## src/rtl/rgd_pkg.sv

```systemverilog
package rgd_pkg;
  localparam int LANES_DEF  = 8;
  localparam int KNOB_W_DEF = 4;
  localparam int MODE_W_DEF = 3;

  typedef enum logic {ALG_ROT_UP = 1'b0, ALG_FALLBACK = 1'b1} alg_t;

  // Sum of two unsigned controls, limited to lim.
  function automatic int sat_sum(input int a, input int b, input int lim);
    return (a + b > lim) ? lim : a + b;
  endfunction

  // Lane to use at a rising edge: restart at 0 when the stored position is out of range.
  function automatic int pick_lane(input int pos, input int cnt);
    return (pos >= cnt) ? 0 : pos;
  endfunction

  // Next position after lane in upward rotation over cnt lanes.
  function automatic int step_up(input int lane, input int cnt);
    return (lane + 1 >= cnt) ? 0 : lane + 1;
  endfunction

  // Codes without an algorithm of their own map to the fallback, which deals upward.
  function automatic alg_t decode_mode(input int code);
    return (code == 0) ? ALG_ROT_UP : ALG_FALLBACK;
  endfunction
endpackage

```

## src/rtl/rgd_edge.sv

```systemverilog
module rgd_edge (
  input  logic clk,
  input  logic rst_n,
  input  logic gate_in,
  output logic gate_rise
);
  logic gate_d;

  always_ff @(posedge clk or negedge rst_n) begin
    if (!rst_n) gate_d <= 1'b0;
    else        gate_d <= gate_in;
  end

  assign gate_rise = gate_in & ~gate_d;
endmodule

```

## src/rtl/rgd_ctrl.sv

```systemverilog
module rgd_ctrl
  import rgd_pkg::*;
#(
  parameter int LANES  = LANES_DEF,
  parameter int KNOB_W = KNOB_W_DEF,
  parameter int MODE_W = MODE_W_DEF,
  localparam int CW      = $clog2(LANES + 1),
  localparam int MODE_MX = (1 << MODE_W) - 1
) (
  input  logic [KNOB_W-1:0] count_knob,
  input  logic [KNOB_W-1:0] count_cv,
  input  logic [MODE_W-1:0] mode_knob,
  input  logic [MODE_W-1:0] mode_cv,
  output logic [CW-1:0]     cnt,
  output alg_t              alg
);
  int mode_total;

  always_comb begin
    cnt        = CW'(sat_sum(int'(count_knob), int'(count_cv), LANES));
    mode_total = sat_sum(int'(mode_knob), int'(mode_cv), MODE_MX);
    alg        = decode_mode(mode_total);
  end
endmodule

```

## src/rtl/rgd_rotator.sv

```systemverilog
module rgd_rotator
  import rgd_pkg::*;
#(
  parameter int LANES = LANES_DEF,
  localparam int CW = $clog2(LANES + 1),
  localparam int PW = (LANES > 1) ? $clog2(LANES) : 1
) (
  input  logic          clk,
  input  logic          rst_n,
  input  logic          gate_in,
  input  logic          gate_rise,
  input  logic [CW-1:0] cnt,
  input  alg_t          alg,
  output logic [PW-1:0] ptr,
  output logic [PW-1:0] sel,
  output logic          active
);
  logic [PW-1:0] pick;
  logic [PW-1:0] nxt;

  always_comb begin
    pick = PW'(pick_lane(int'(ptr), int'(cnt)));
    case (alg)
      ALG_ROT_UP:   nxt = PW'(step_up(int'(pick), int'(cnt)));
      default:      nxt = PW'(step_up(int'(pick), int'(cnt)));
    endcase
  end

  always_ff @(posedge clk or negedge rst_n) begin
    if (!rst_n) begin
      ptr    <= '0;
      sel    <= '0;
      active <= 1'b0;
    end else if (gate_rise && cnt != '0) begin
      sel    <= pick;
      ptr    <= nxt;
      active <= 1'b1;
    end else if (!gate_in) begin
      active <= 1'b0;
    end
  end
endmodule

```

## src/rtl/rgd_lane_dec.sv

```systemverilog
module rgd_lane_dec #(
  parameter int LANES = 8,
  localparam int PW = (LANES > 1) ? $clog2(LANES) : 1
) (
  input  logic [PW-1:0]    sel,
  input  logic             active,
  output logic [LANES-1:0] lanes
);
  for (genvar k = 0; k < LANES; k++) begin : g_lane
    assign lanes[k] = active && (sel == PW'(k));
  end
endmodule

```

## src/rtl/rot_gate_dist.sv

```systemverilog
module rot_gate_dist
  import rgd_pkg::*;
#(
  parameter int LANES  = LANES_DEF,
  parameter int KNOB_W = KNOB_W_DEF,
  parameter int MODE_W = MODE_W_DEF
) (
  input  logic              clk,
  input  logic              rst_n,
  input  logic              gate_in,
  input  logic [KNOB_W-1:0] count_knob,
  input  logic [KNOB_W-1:0] count_cv,
  input  logic [MODE_W-1:0] mode_knob,
  input  logic [MODE_W-1:0] mode_cv,
  output logic [LANES-1:0]  out
);
  localparam int CW = $clog2(LANES + 1);
  localparam int PW = (LANES > 1) ? $clog2(LANES) : 1;

  logic          gate_rise;
  logic [CW-1:0] cnt;
  alg_t          alg;
  logic [PW-1:0] ptr;
  logic [PW-1:0] sel;
  logic          active;

  rgd_edge edge_i (
    .clk(clk), .rst_n(rst_n), .gate_in(gate_in), .gate_rise(gate_rise)
  );

  rgd_ctrl #(.LANES(LANES), .KNOB_W(KNOB_W), .MODE_W(MODE_W)) ctrl_i (
    .count_knob(count_knob), .count_cv(count_cv),
    .mode_knob(mode_knob), .mode_cv(mode_cv),
    .cnt(cnt), .alg(alg)
  );

  rgd_rotator #(.LANES(LANES)) rot_i (
    .clk(clk), .rst_n(rst_n), .gate_in(gate_in), .gate_rise(gate_rise),
    .cnt(cnt), .alg(alg), .ptr(ptr), .sel(sel), .active(active)
  );

  rgd_lane_dec #(.LANES(LANES)) dec_i (
    .sel(sel), .active(active), .lanes(out)
  );
endmodule

```

## config.mk

```make
export PLATFORM = sky130hd
export DESIGN_NAME = rot_gate_dist
export DESIGN_NICKNAME = d
export VERILOG_FILES = /design/src/rtl/rgd_pkg.sv /design/src/rtl/rgd_edge.sv /design/src/rtl/rgd_ctrl.sv /design/src/rtl/rgd_rotator.sv /design/src/rtl/rgd_lane_dec.sv /design/src/rtl/rot_gate_dist.sv
export SDC_FILE = /design/constraint.sdc
export NUM_CORES = 1
export LEC_CHECK = 0
export ABC_CLOCK_PERIOD_IN_PS = 3400
export BUFFER_PORTS_ARGS = -buffer_cell sky130_fd_sc_hd__buf_2
export CAP_MARGIN = 20
export CORE_ASPECT_RATIO = 0.8
export CORE_MARGIN = 1
export CORE_UTILIZATION = 29
export CTS_BUF_LIST = sky130_fd_sc_hd__clkbuf_16
export CTS_CLUSTER_SIZE = 25
export DETAILED_ROUTE_END_ITERATION = 6
export GPL_TIMING_DRIVEN = 0
export PLACE_DENSITY = 0.5
export SKIP_LAST_GASP = 1
export SYNTH_ARGS = -nofsm -noshare
export SYNTH_HDL_FRONTEND = slang
export SYNTH_SLANG_ARGS = --single-unit
```

## constraint.sdc

```tcl
create_clock -name clk -period 3.4 [get_ports clk]
set_input_delay 0.51 -clock clk [delete_from_list [all_inputs] [get_ports clk]]
set_output_delay 0.51 -clock clk [all_outputs]
set_load 0.03 [all_outputs]
```

==> results.sh <==
export IMPL_critPathCaptureType="register"
export IMPL_outcome="complete, but fails checks"
export IMPL_firstDrtPassIters=4
export IMPL_syn_inst=85
export IMPL_portBuffers=18
export IMPL_drtAntennaViolNets=0
export IMPL_die_x_um=58.98
export IMPL_synth_area_leader_cell="dfrtp_1"
export IMPL_cp_common_cell="ha_4"
export IMPL_async_reset_ff_frac=1.000
export IMPL_p_int_uw=566.7
export IMPL_powerDensity_nw_per_um2=725.6
export IMPL_die_area_um2=2807
export IMPL_vias_per_cell=4.697
export IMPL_finalCritPeriodShare=1.039
export IMPL_area_delta_synth_final_pct=67.77
export IMPL_routed_wl_um=1824
export IMPL_cts_root_buffer="clkbuf_16"
export IMPL_path_class="in2reg"
export IMPL_gp_congestion=0.7303
export IMPL_vias=714
export IMPL_hp_class="in2async"
export IMPL_cts_htree_levels=1
export IMPL_die_y_um=47.59
export IMPL_ioPinCount=25
export IMPL_post_route_min_period_ps=3532
export IMPL_syn_num_nets=115
export IMPL_setup_slack_ps=-132.1
export IMPL_r2r_start="rot_i.ptr[0]$_DFFE_PN0P_"
export IMPL_clockBufferDepth=2
export IMPL_fin_nets=148
export IMPL_rsz0062_at_grt="true"
export IMPL_dp_hpwl_um=1340
export IMPL_path_depth=18
export IMPL_dp_slack_ps=-593.9
export IMPL_wire_per_inst_um=12.00
export IMPL_crit_slowest_cell="or3_4"
export IMPL_grt_usage=0.1418
export IMPL_clkPwrFrac=0.210
export IMPL_setup_tns_ps=-322.6
export IMPL_cts_tree="built"
export IMPL_setup_viol=3
export IMPL_worst_slew_pin_slew_ps=458.2
export IMPL_violations="setup timing"
export IMPL_synth_top_cell_area_share=0.2658
export IMPL_cp_slowest_stage_delay_ps=390
export IMPL_timing_fmax_mhz=283.1
export IMPL_rrSetupSlack_ps=850
export IMPL_clk_latency_ps=230
export IMPL_crit_start="count_knob[0]"
export IMPL_drive_above_1_share=0.5172
export IMPL_slew_headroom=0.6945
export IMPL_path_delay_family="adder cells"
export IMPL_finClkSkew_ps=1.902
export IMPL_cp_num_buf_inv=1
export IMPL_p_leak_uw=0.0005645
export IMPL_synth_area_leaders="dfrtp_1 (27%), ha_1 (20%), nand2_1 (5.0%)"
export IMPL_maxCapViolCount=0
export IMPL_num_antenna_cells=0
export IMPL_drc=0
export IMPL_swShare=0.3820
export IMPL_worstPathCellList="buf_6 -> ha_4 -> fa_2 -> nor2b_1 -> a311o_1 -> and2_4 -> nand2_4 -> ha_4 -> nand2_4 -> o21ai_4 -> a21oi_4 -> ha_4 -> xnor2_4 -> ha_4 -> nor3_2 -> or3_4 -> nand4_1 -> o221ai_2"
export IMPL_setup_worst_path_start_class="primary input"
export IMPL_synth_edff_count=0
export IMPL_grt_pass1_wl_um=2891
export IMPL_cts_clk_slew_worst_paths_ps=40
export IMPL_cts_sinks=8
export IMPL_whs_ps=115.5
export IMPL_drtIter0Drc=13
export IMPL_rows=16
export IMPL_critical_path_endpoint="rot_i.ptr[2]$_DFFE_PN0P_"
export IMPL_slew_viol_final=0
export IMPL_rr_endpoint="rot_i.ptr[2]$_DFFE_PN0P_"
export IMPL_final_cells=152
export IMPL_grt_pass1_vias=670
export IMPL_syn_avg_cell_area_um2=8.861
export IMPL_worstPathMaxFanout=4
export IMPL_start_util=0.3059
export IMPL_core_area_um2=2462
export IMPL_seq_power_share=0.180
export IMPL_overflow=0
export IMPL_ys_ff_latch=8
export IMPL_synth_area_um2=753.2
export IMPL_power_uw=916.9
export IMPL_power_switching_uw=350.3
export IMPL_hold_violations=0
export IMPL_cp_arrival_ps=3630
export IMPL_grt_antenna_before_repair=0
export IMPL_fillers=233
export IMPL_cts_hold_buffers=0
export IMPL_r2r_cells=11
export IMPL_grt_start_max_net_pins=11
export IMPL_dp_cells=139
export IMPL_ys_warnings_count=0
export IMPL_ys_types=31
export IMPL_required_ps=3490
export IMPL_power_frac_comb=0.611
export IMPL_peakVddDrop_mv=0.3742
export IMPL_cts_buffers=3
export IMPL_ys_seq_area_frac=0.2658
export IMPL_dominantRegCellSynth="dfrtp_1"
==> per-stage QoR <==
stage                       util  instance area (um^2)
after floorplan                -                 845.8
after global placement    0.3984                 980.9
final                     0.5132                  1264
after detailed placement  0.3984                 980.9
after global routing      0.5132                  1264
after CTS                 0.4934                  1215
==> registers in the layout (all words and copies together) (netlist names) <==
register       cells
rot_i.active       1
rot_i.sel          3
rot_i.ptr          3
edge_i.gate_d      1
==> cells in the final DEF, fill, tap and decap left out, types with 2 or more instances in the layout <==
cell type,n
buf_2,16
buf_4,11
nor2_1,9
ha_4,8
dfrtp_1,8
nand2_1,6
inv_1,4
nand2b_1,4
ha_1,4
nand2_4,3
a21oi_4,3
nor3_1,3
o21ai_0,3
clkbuf_16,3
a21o_1,2
nand3_1,2
mux2_2,2
buf_6,2
==> cell type report <==
| type | count | area, um^2 | area share |
|---|---|---|---|
| buffer | 1 | 3.754 | 0.002970 |
| clock buffer | 3 | 75.07 | 0.05941 |
| multi-input combinational | 71 | 739.5 | 0.5851 |
| inverter | 4 | 15.01 | 0.01188 |
| sequential | 8 | 200.2 | 0.1584 |
| tap | 36 | 45.04 | 0.03564 |
| timing repair buffer | 29 | 185.2 | 0.1465 |
==> repair_timing <==
| action | CTS | global route |
|---|---|---|
| buffers inserted | 8 | 3 |
| pin swaps | 13 | 4 |
| hold endpoints to repair | 0 | 0 |
| gates resized for setup | 16 | 3 |
| setup endpoints to repair | 3 | 3 |
==> power groups by stage <==
stage / clock network [uW] / logic, uW / registers (uW)
2_1_floorplan: 0 / 318 / 154
4_1_cts: 196 / 529 / 164
6_report: 192 / 560 / 165
3_5_place_dp: 0 / 388 / 164
3_3_place_gp: 0 / 385 / 163
5_1_grt: 201 / 610 / 171
==> layer usage <==
layer  global-route usage  share of wire  wire length [um]  vias up
met5                    0              0                 0        -
met4              0.01429         0.0038                 7        0
met3              0.04054          0.027                49        2
met2               0.2250           0.44               809        8
met1               0.2003           0.52               957      337
li1                     -              -                 -      367
==> logic make-up (layout without fill, tap and decap cells) <==
| kind of cell | count (synthesis) | after routing | share of synthesized area |
|---|---|---|---|
| simple gates | 38 | 38 | 0.2442 |
| xor+xnor | 3 | 3 | 0.03489 |
| flops | 8 | 8 | 0.2658 |
| compound gates | 15 | 15 | 0.1595 |
| fa+ha+maj | 13 | 13 | 0.2259 |
| mux | 2 | 2 | 0.02990 |
| buf+inv | 6 | 37 | 0.03986 |
==> synth_stat cells, types with 2 or more instances <==
cell      count
a21o_1        2
a21oi_4       2
and3_1        2
dfrtp_1       8
ha_1         12
inv_1         4
mux2_2        2
nand2_1      10
nand2b_1      4
nand3_1       3
nor2_1        9
nor2b_1       2
nor3_1        4
o21ai_0       3
xnor2_1       2
==> how the worst min path moves through the flow <==
| stage | start | endpoint | slack (ps) | depth (start not counted) |
|---|---|---|---|---|
| floorplan | rst_n | edge_i.gate_d$_DFF_PN0_ | 210 | 0 |
| global placement | rst_n | rot_i.sel[1]$_DFFE_PN0P_ | 360 | 1 |
| detailed placement | rst_n | rot_i.sel[1]$_DFFE_PN0P_ | 360 | 1 |
| CTS | rst_n | rot_i.sel[1]$_DFFE_PN0P_ | 120 | 1 |
| global route | rst_n | rot_i.sel[1]$_DFFE_PN0P_ | 130 | 1 |
| finish | rst_n | rot_i.sel[1]$_DFFE_PN0P_ | 120 | 1 |
No activity file was read; power rests on OpenSTA's default activity.
